**src/rtl/est_pkg.sv**
```systemverilog
package est_pkg;
  localparam int DW   = 16;  // delay / reading width
  localparam int KW   = 16;  // ratio width, Q2.14
  localparam int FRAC = 14;  // fractional bits of a ratio

  // degradation since baseline, floored at zero
  function automatic logic [DW-1:0] shift_since(input logic [DW-1:0] now_v,
                                                input logic [DW-1:0] base_v);
    return (now_v > base_v) ? (now_v - base_v) : '0;
  endfunction
endpackage

```
**src/rtl/est_table.sv**
```systemverilog
module est_table
  import est_pkg::*;
#(
  parameter int N_CKT = 4,
  parameter logic [N_CKT*DW-1:0] NOM_DLY = '0,
  parameter logic [N_CKT*KW-1:0] KB_PRE  = '0,
  parameter logic [N_CKT*KW-1:0] KH_PRE  = '0,
  localparam int IW = (N_CKT > 1) ? $clog2(N_CKT) : 1
) (
  input  logic          clk,
  input  logic          rst_n,
  input  logic          upd_valid,
  input  logic [IW-1:0] upd_idx,
  input  logic [DW-1:0] upd_delay,
  input  logic [KW-1:0] upd_kb,
  input  logic [KW-1:0] upd_kh,
  input  logic          take,
  input  logic [IW-1:0] rd_idx,
  input  logic [DW-1:0] rd_bti,
  input  logic [DW-1:0] rd_hci,
  output logic [DW-1:0] rd_rdly,
  output logic [KW-1:0] rd_kb,
  output logic [KW-1:0] rd_kh,
  output logic [DW-1:0] rd_base_b,
  output logic [DW-1:0] rd_base_h,
  output logic          rd_cal
);
  logic [DW-1:0] rdly_q [N_CKT], rdly_d [N_CKT];
  logic [KW-1:0] kb_q   [N_CKT], kb_d   [N_CKT];
  logic [KW-1:0] kh_q   [N_CKT], kh_d   [N_CKT];
  logic [DW-1:0] bb_q   [N_CKT], bb_d   [N_CKT];
  logic [DW-1:0] bh_q   [N_CKT], bh_d   [N_CKT];
  logic [DW-1:0] lb_q   [N_CKT], lb_d   [N_CKT];
  logic [DW-1:0] lh_q   [N_CKT], lh_d   [N_CKT];
  logic [N_CKT-1:0] cal_q, cal_d;

  always_comb begin
    for (int i = 0; i < N_CKT; i++) begin
      rdly_d[i] = rdly_q[i];
      kb_d[i]   = kb_q[i];
      kh_d[i]   = kh_q[i];
      bb_d[i]   = bb_q[i];
      bh_d[i]   = bh_q[i];
      lb_d[i]   = lb_q[i];
      lh_d[i]   = lh_q[i];
    end
    cal_d = cal_q;
    if (upd_valid) begin
      rdly_d[upd_idx] = upd_delay;
      kb_d[upd_idx]   = upd_kb;
      kh_d[upd_idx]   = upd_kh;
      bb_d[upd_idx]   = lb_q[upd_idx];
      bh_d[upd_idx]   = lh_q[upd_idx];
      cal_d[upd_idx]  = 1'b1;
    end
    if (take) begin
      lb_d[rd_idx] = rd_bti;
      lh_d[rd_idx] = rd_hci;
    end
  end

  always_ff @(posedge clk or negedge rst_n) begin
    if (!rst_n) begin
      for (int i = 0; i < N_CKT; i++) begin
        rdly_q[i] <= NOM_DLY[i*DW +: DW];
        kb_q[i]   <= KB_PRE[i*KW +: KW];
        kh_q[i]   <= KH_PRE[i*KW +: KW];
        bb_q[i]   <= '0;
        bh_q[i]   <= '0;
        lb_q[i]   <= '0;
        lh_q[i]   <= '0;
      end
      cal_q <= '0;
    end else begin
      for (int i = 0; i < N_CKT; i++) begin
        rdly_q[i] <= rdly_d[i];
        kb_q[i]   <= kb_d[i];
        kh_q[i]   <= kh_d[i];
        bb_q[i]   <= bb_d[i];
        bh_q[i]   <= bh_d[i];
        lb_q[i]   <= lb_d[i];
        lh_q[i]   <= lh_d[i];
      end
      cal_q <= cal_d;
    end
  end

  // read port: a same-cycle update to the sampled circuit wins
  logic hit;
  assign hit       = upd_valid && (upd_idx == rd_idx);
  assign rd_rdly   = hit ? upd_delay : rdly_q[rd_idx];
  assign rd_kb     = hit ? upd_kb    : kb_q[rd_idx];
  assign rd_kh     = hit ? upd_kh    : kh_q[rd_idx];
  assign rd_base_b = hit ? lb_q[rd_idx] : bb_q[rd_idx];
  assign rd_base_h = hit ? lh_q[rd_idx] : bh_q[rd_idx];
  assign rd_cal    = hit | cal_q[rd_idx];

  // an update lands in the addressed entry
  p_upd_written_r4: assert property (@(posedge clk) disable iff (!rst_n)
    upd_valid |=> (cal_q[$past(upd_idx)] && rdly_q[$past(upd_idx)] == $past(upd_delay)));

  // the baseline snapshot equals the last reading held before the update
  p_base_snap_r5: assert property (@(posedge clk) disable iff (!rst_n)
    upd_valid |=> (bb_q[$past(upd_idx)] == $past(lb_q[upd_idx])));
endmodule

```
**src/rtl/est_mac.sv**
```systemverilog
module est_mac
  import est_pkg::*;
#(
  parameter int IW = 2
) (
  input  logic          clk,
  input  logic          rst_n,
  input  logic          in_valid,
  input  logic [IW-1:0] in_idx,
  input  logic          in_cal,
  input  logic [DW-1:0] in_rdly,
  input  logic [KW-1:0] in_kb,
  input  logic [KW-1:0] in_kh,
  input  logic [DW-1:0] in_db,
  input  logic [DW-1:0] in_dh,
  output logic          out_valid,
  output logic [IW-1:0] out_idx,
  output logic          out_cal,
  output logic [DW-1:0] out_est
);
  localparam int PW = KW + DW;     // one product
  localparam int SW = PW + 1;      // two products summed
  localparam int RW = SW + 1;      // with rounding constant
  localparam int QW = RW - FRAC;   // after dropping fraction
  localparam int TW = QW + 1;      // with reference delay
  localparam logic [RW-1:0] HALF = RW'(1) << (FRAC - 1);

  logic [PW-1:0] pb, ph;
  logic [SW-1:0] psum;
  logic [RW-1:0] prnd;
  logic [QW-1:0] pq;
  logic [TW-1:0] tot;
  logic [DW-1:0] est_d;

  always_comb begin
    pb    = PW'(in_kb) * PW'(in_db);
    ph    = PW'(in_kh) * PW'(in_dh);
    psum  = SW'(pb) + SW'(ph);
    prnd  = RW'(psum) + HALF;
    pq    = QW'(prnd >> FRAC);
    tot   = TW'(pq) + TW'(in_rdly);
    est_d = (|tot[TW-1:DW]) ? {DW{1'b1}} : tot[DW-1:0];
  end

  always_ff @(posedge clk or negedge rst_n) begin
    if (!rst_n) begin
      out_valid <= 1'b0;
      out_idx   <= '0;
      out_cal   <= 1'b0;
      out_est   <= '0;
    end else begin
      out_valid <= in_valid;
      if (in_valid) begin
        out_idx <= in_idx;
        out_cal <= in_cal;
        out_est <= est_d;
      end
    end
  end

  // saturation never wraps below the reference delay
  p_no_wrap_r3: assert property (@(posedge clk) disable iff (!rst_n)
    out_valid |-> (out_est >= $past(in_rdly)));
endmodule

```
**src/rtl/aged_delay_est.sv**
```systemverilog
module aged_delay_est
  import est_pkg::*;
#(
  parameter int N_CKT = 4,
  parameter logic [N_CKT*DW-1:0] NOM_DLY = {16'd1200, 16'd1100, 16'd1000, 16'd900},
  parameter logic [N_CKT*KW-1:0] KB_PRE  = {16'd32768, 16'd12288, 16'd16384, 16'd24576},
  parameter logic [N_CKT*KW-1:0] KH_PRE  = {16'd16384, 16'd20480, 16'd4096, 16'd8192},
  localparam int IW = (N_CKT > 1) ? $clog2(N_CKT) : 1
) (
  input  logic          clk,
  input  logic          rst_n,
  input  logic          smp_valid,
  output logic          smp_ready,
  input  logic [IW-1:0] smp_idx,
  input  logic [DW-1:0] smp_bti,
  input  logic [DW-1:0] smp_hci,
  input  logic          upd_valid,
  input  logic [IW-1:0] upd_idx,
  input  logic [DW-1:0] upd_delay,
  input  logic [KW-1:0] upd_kb,
  input  logic [KW-1:0] upd_kh,
  output logic          est_valid,
  output logic [IW-1:0] est_idx,
  output logic [DW-1:0] est_delay,
  output logic          est_cal
);
  logic take;
  logic rdy_q;
  logic [DW-1:0] t_rdly, t_bb, t_bh;
  logic [KW-1:0] t_kb, t_kh;
  logic          t_cal;

  assign smp_ready = rdy_q;
  assign take      = smp_valid & rdy_q;

  est_table #(
    .N_CKT(N_CKT), .NOM_DLY(NOM_DLY), .KB_PRE(KB_PRE), .KH_PRE(KH_PRE)
  ) tbl_i (
    .clk(clk), .rst_n(rst_n),
    .upd_valid(upd_valid), .upd_idx(upd_idx), .upd_delay(upd_delay),
    .upd_kb(upd_kb), .upd_kh(upd_kh),
    .take(take), .rd_idx(smp_idx), .rd_bti(smp_bti), .rd_hci(smp_hci),
    .rd_rdly(t_rdly), .rd_kb(t_kb), .rd_kh(t_kh),
    .rd_base_b(t_bb), .rd_base_h(t_bh), .rd_cal(t_cal)
  );

  // operand stage
  logic          s1_valid_q, s1_valid_d;
  logic [IW-1:0] s1_idx_q, s1_idx_d;
  logic          s1_cal_q, s1_cal_d;
  logic [DW-1:0] s1_rdly_q, s1_rdly_d, s1_db_q, s1_db_d, s1_dh_q, s1_dh_d;
  logic [KW-1:0] s1_kb_q, s1_kb_d, s1_kh_q, s1_kh_d;

  always_comb begin
    s1_valid_d = take;
    s1_idx_d   = s1_idx_q;
    s1_cal_d   = s1_cal_q;
    s1_rdly_d  = s1_rdly_q;
    s1_kb_d    = s1_kb_q;
    s1_kh_d    = s1_kh_q;
    s1_db_d    = s1_db_q;
    s1_dh_d    = s1_dh_q;
    if (take) begin
      s1_idx_d  = smp_idx;
      s1_cal_d  = t_cal;
      s1_rdly_d = t_rdly;
      s1_kb_d   = t_kb;
      s1_kh_d   = t_kh;
      s1_db_d   = shift_since(smp_bti, t_bb);
      s1_dh_d   = shift_since(smp_hci, t_bh);
    end
  end

  always_ff @(posedge clk or negedge rst_n) begin
    if (!rst_n) begin
      rdy_q      <= 1'b0;
      s1_valid_q <= 1'b0;
      s1_idx_q   <= '0;
      s1_cal_q   <= 1'b0;
      s1_rdly_q  <= '0;
      s1_kb_q    <= '0;
      s1_kh_q    <= '0;
      s1_db_q    <= '0;
      s1_dh_q    <= '0;
    end else begin
      rdy_q      <= 1'b1;
      s1_valid_q <= s1_valid_d;
      s1_idx_q   <= s1_idx_d;
      s1_cal_q   <= s1_cal_d;
      s1_rdly_q  <= s1_rdly_d;
      s1_kb_q    <= s1_kb_d;
      s1_kh_q    <= s1_kh_d;
      s1_db_q    <= s1_db_d;
      s1_dh_q    <= s1_dh_d;
    end
  end

  est_mac #(.IW(IW)) mac_i (
    .clk(clk), .rst_n(rst_n),
    .in_valid(s1_valid_q), .in_idx(s1_idx_q), .in_cal(s1_cal_q),
    .in_rdly(s1_rdly_q), .in_kb(s1_kb_q), .in_kh(s1_kh_q),
    .in_db(s1_db_q), .in_dh(s1_dh_q),
    .out_valid(est_valid), .out_idx(est_idx), .out_cal(est_cal), .out_est(est_delay)
  );

  // results arrive exactly two edges after acceptance, with the index
  p_latency_r8: assert property (@(posedge clk) disable iff (!rst_n)
    take |-> ##2 est_valid);
  p_no_spurious_r8: assert property (@(posedge clk) disable iff (!rst_n)
    est_valid |-> $past(take, 2));
  p_index_r8: assert property (@(posedge clk) disable iff (!rst_n)
    est_valid |-> (est_idx == $past(smp_idx, 2)));
  p_ready_held_r8: assert property (@(posedge clk) disable iff (!rst_n)
    smp_ready |=> smp_ready);
endmodule

```
**config.mk**
```make
export PLATFORM = sky130hd
export DESIGN_NAME = aged_delay_est
export DESIGN_NICKNAME = d
export VERILOG_FILES = /design/src/rtl/est_pkg.sv /design/src/rtl/est_table.sv /design/src/rtl/est_mac.sv /design/src/rtl/aged_delay_est.sv
export SDC_FILE = /design/constraint.sdc
export NUM_CORES = 2
export LEC_CHECK = 0
export BUFFER_PORTS_ARGS = -buffer_cell sky130_fd_sc_hd__buf_2
export CORE_MARGIN = 4
export CORE_UTILIZATION = 44
export CTS_BUF_LIST = sky130_fd_sc_hd__clkbuf_8
export DETAILED_ROUTE_END_ITERATION = 8
export MAX_ROUTING_LAYER = met4
export PLACE_DENSITY_LB_ADDON = 0.12
export REMOVE_ABC_BUFFERS = 1
export SLEW_MARGIN = 20
export SYNTH_ARGS = -nofsm -noshare
export SYNTH_HDL_FRONTEND = slang
export SYNTH_SLANG_ARGS = --single-unit
```
**constraint.sdc**
```tcl
create_clock -name clk -period 17.4 [get_ports clk]
set_clock_uncertainty 0.15 [all_clocks]
set_input_delay 1.74 -clock clk [delete_from_list [all_inputs] [get_ports clk]]
set_output_delay 1.74 -clock clk [all_outputs]
set_load 0.005 [all_outputs]
```
==> key figures <==
Status
  • Status: completed

Place
  • Post-detail-place hpwl: 75.6 mm
  • Port bufs: 108
  • Placer Congestion: 0.843

GRT
  • Initial antenna violation count: 7
  • GR Util All Layers: 0.218
  • GRT Residual Overflow: 0
  • Vias in the first global route: 29.7k
  • Largest net degree at the start of global routing: 151
  • First-pass GRT wire length: 172 mm

Clock tree
  • TritonCTS clock tree: built
  • Clock Latency Late Sink: 730 ps
  • Sink Count: 557
  • Clock slew at reported path FFs: around 60 ps
  • Setup bufs post-CTS: 0
  • Post-CTS Resized: 0
  • CTS root buf: clkbuf_8
  • CTS Hold Bufs: 0
  • Clk buf depth: 3
  • Max H-tree Level: 3
  • CTS buffer count: 100

Route
  • ANT nets after route: 0
  • DR vias: 27.1k
  • DRC violations left: 0
  • WL final: roughly 100 mm
  • Pre-antenna DRT Iters: 6
  • DR vias/cell: ~5.3
  • WL/cell: 20.4 µm
  • Drt initial violations: 1,291

Cells and area
  • Layout cell share with drive strength beyond 1: 0.230
  • Register area: 0.0140 mm²
  • Filler cell count in the final layout: 9,013
  • Layout Area Growth over Synthesis: 8.72%
  • Nets: 4,576
  • Area of the multi-input gates: 0.0268 mm²

Floorplanning
  • Die Span Y: 322 µm
  • Chip Width: about 320 µm
  • Total core area: 0.0973 mm²
  • IO Pins: between 100 and 150
  • Num rows: 114
  • Initial Util: 0.447
  • Die ar.: 0.104 mm²

Yosys
  • Commonest cells post-synth: 550 x inv_1, 528 x dfrtp_1, 452 x fa_1
  • Synth async-reset ratio: 1.00
  • Flops & latches, synth: 557
  • Post-synth EDFFs: 0
  • Area contributors post-synth: dfrtp_1 30%, fa_1 21%, mux2_2 12%
  • Area share of the largest cell type after synthesis: 0.304
  • Seq/Total Area, Yosys: 0.322
  • Cell Area, Synth: 0.0434 mm²
  • Top FF cell, synth: dfrtp_1
  • Yosys top cell by area: dfrtp_1
  • Synth unique cells: 75
  • Syn Area/Cell: 11.7 µm²
  • Most frequent cell after synthesis: inv_1
  • Synth Instances: approximately 3.7k
  • Synth warn: 0

STA
  • Hold slack: between 300 and 400 ps
  • Tcrit/Tclk final: 0.566
  • Worst slew margin relative to its limit: 0.348
  • Fmax: a little over 0.1 GHz
  • Sum Neg Setup Slack: 0 ps
  • # setup viols final: 0
  • Worst Tran Pin Value: 978 ps
  • Fin crit period: 9850 ps
  • RSZ-0062 raised after global routing: no
  • Final Max Tran Viols: 0
  • Final Hold Vio Count: 0

Critical path
  • Flop2flop setup slack: 7550 ps
  • CP required: 17,870 ps
  • Max incr delay on CP: 800 ps
  • CP dominant cell by count: fa_1
  • WS Path Type: register to register
  • Arrival @ worst endpoint: slightly above 10,000 ps
  • Worst Setup End Kind: register
  • Startpoint types: register
  • Slowest-stage cell, CP: dfrtp_1
  • Max FO, Critical Path: 17

Min path
  • Hold Path Class: register to register

Run
  • Max Cap Violations: 0
## area by class of cell
class / instances / share of cell area
multi-input cells: 2432 / 0.567
flip-flops and latches: 557 / 0.296
inverters: 550 / 0.0437
clock buffers: 117 / 0.0341
well taps: 1276 / 0.0338
repair buffers: 134 / 0.0164
clock inverters: 63 / 0.00866
diodes: 3 / 0.000159
## logic make-up (layout without fill, tap and decap cells)
| group | after synthesis | after routing | synth area share |
|---|---|---|---|
| AOI/OAI and AO/OA | 268 | 268 | 0.0403 |
| xor gates and xnor gates | 51 | 51 | 0.0103 |
| adders and majority gates | 713 | 713 | 0.283 |
| buffers and inverters | 721 | 864 | 0.0626 |
| DFF | 557 | 557 | 0.322 |
| muxes | 638 | 638 | 0.192 |
| other | 1 | 4 | 0.0000863 |
| and+or+nand+nor | 761 | 761 | 0.0891 |
## final timing paths
path / startpoint / to / cells past startpoint
max: s1_kh_q[10] / mac_i.out_est[6] / 32
min: tbl_i.cal_q[2] / tbl_i.cal_q[2] / 1
max reg2reg: s1_kh_q[10] / mac_i.out_est[6] / 32
min reg2reg: tbl_i.cal_q[2] / tbl_i.cal_q[2] / 1
max in group asynchronous: rst_n / tbl_i.rdly_q[8] / 4
min in group asynchronous: rst_n / tbl_i.bh_q[10] / 1
## metal layers
| metal | up-vias | wire [µm] | track usage |
|---|---|---|---|
| li1 | 12300 | - | - |
| met1 | 14300 | 47100 | 0.288 |
| met2 | 371 | 52500 | 0.365 |
| met3 | 130 | 2920 | 0.0234 |
| met4 | 0 | 2240 | 0.0569 |
| met5 | - | 0 | - |
## cells in the final DEF (no fill, tap or decap), types with 5 or more instances in the layout
cell	synthesis	routed
xnor2_1	31	31
or3_1	9	9
dfstp_2	29	29
o22a_1	17	17
buf_2	6	105
clkinv_2	0	6
a21o_1	23	23
mux2_2	447	447
o21ai_0	101	101
clkbuf_8	0	118
nand2_1	316	315
o21bai_1	5	5
o31ai_1	8	8
nor3_1	10	9
a211oi_1	6	6
nor2b_1	7	7
and2_1	307	307
nor2_1	44	44
dfrtp_1	528	528
nand2b_1	13	13
a21oi_1	42	42
mux4_2	113	113
and3_1	6	6
ha_1	261	261
nand4_1	11	11
inv_1	550	596
fa_1	452	452
or2_2	6	6
o21ai_1	6	6
o21a_1	6	6
mux2i_1	78	78
nand3_1	14	11
xor2_1	20	20
buf_4	0	25
## through the flow
| stage | worst slack [ps] | util | std cells | area [µm²] |
|---|---|---|---|---|
| CTS | 7540 | 0.485 | 5129 | 47200 |
| global placement | 7720 | 0.465 | 4949 | 45200 |
| global route | 6830 | 0.485 | 5132 | 47200 |
| finish | 7550 | 0.485 | 5132 | 47200 |
| detailed placement | 7560 | 0.465 | 4949 | 45200 |
| floorplan | 8600 | - | 3539 | 42800 |
## sequential cells by signal (all words and copies together) (netlist names)
signal,flops
mac_i.out_cal,1
mac_i.out_est,16
mac_i.out_idx,2
mac_i.out_valid,1
s1_cal_q,1
s1_db_q,16
s1_dh_q,16
s1_idx_q,2
s1_kb_q,16
s1_kh_q,16
s1_rdly_q,16
s1_valid_q,1
smp_ready,1
tbl_i.bb_q,64
tbl_i.bh_q,64
tbl_i.cal_q,4
tbl_i.kb_q,64
tbl_i.kh_q,64
tbl_i.lb_q,64
tbl_i.lh_q,64
tbl_i.rdly_q,64
## critical path: cells and delay by family (launching register included)
kind / cells / cell delay [ps]
flip-flops: 1 / 800
AND/OR/NAND/NOR: 6 / 970
AO/OA/AOI/OAI: 12 / 2820
XOR/XNOR: 1 / 130
adder cells (fa/ha/maj): 10 / 4700
buffers and inverters: 3 / 160
Power is not shown: default switching activity piles up to over one toggle a cycle in this logic, so the estimate is an artifact.
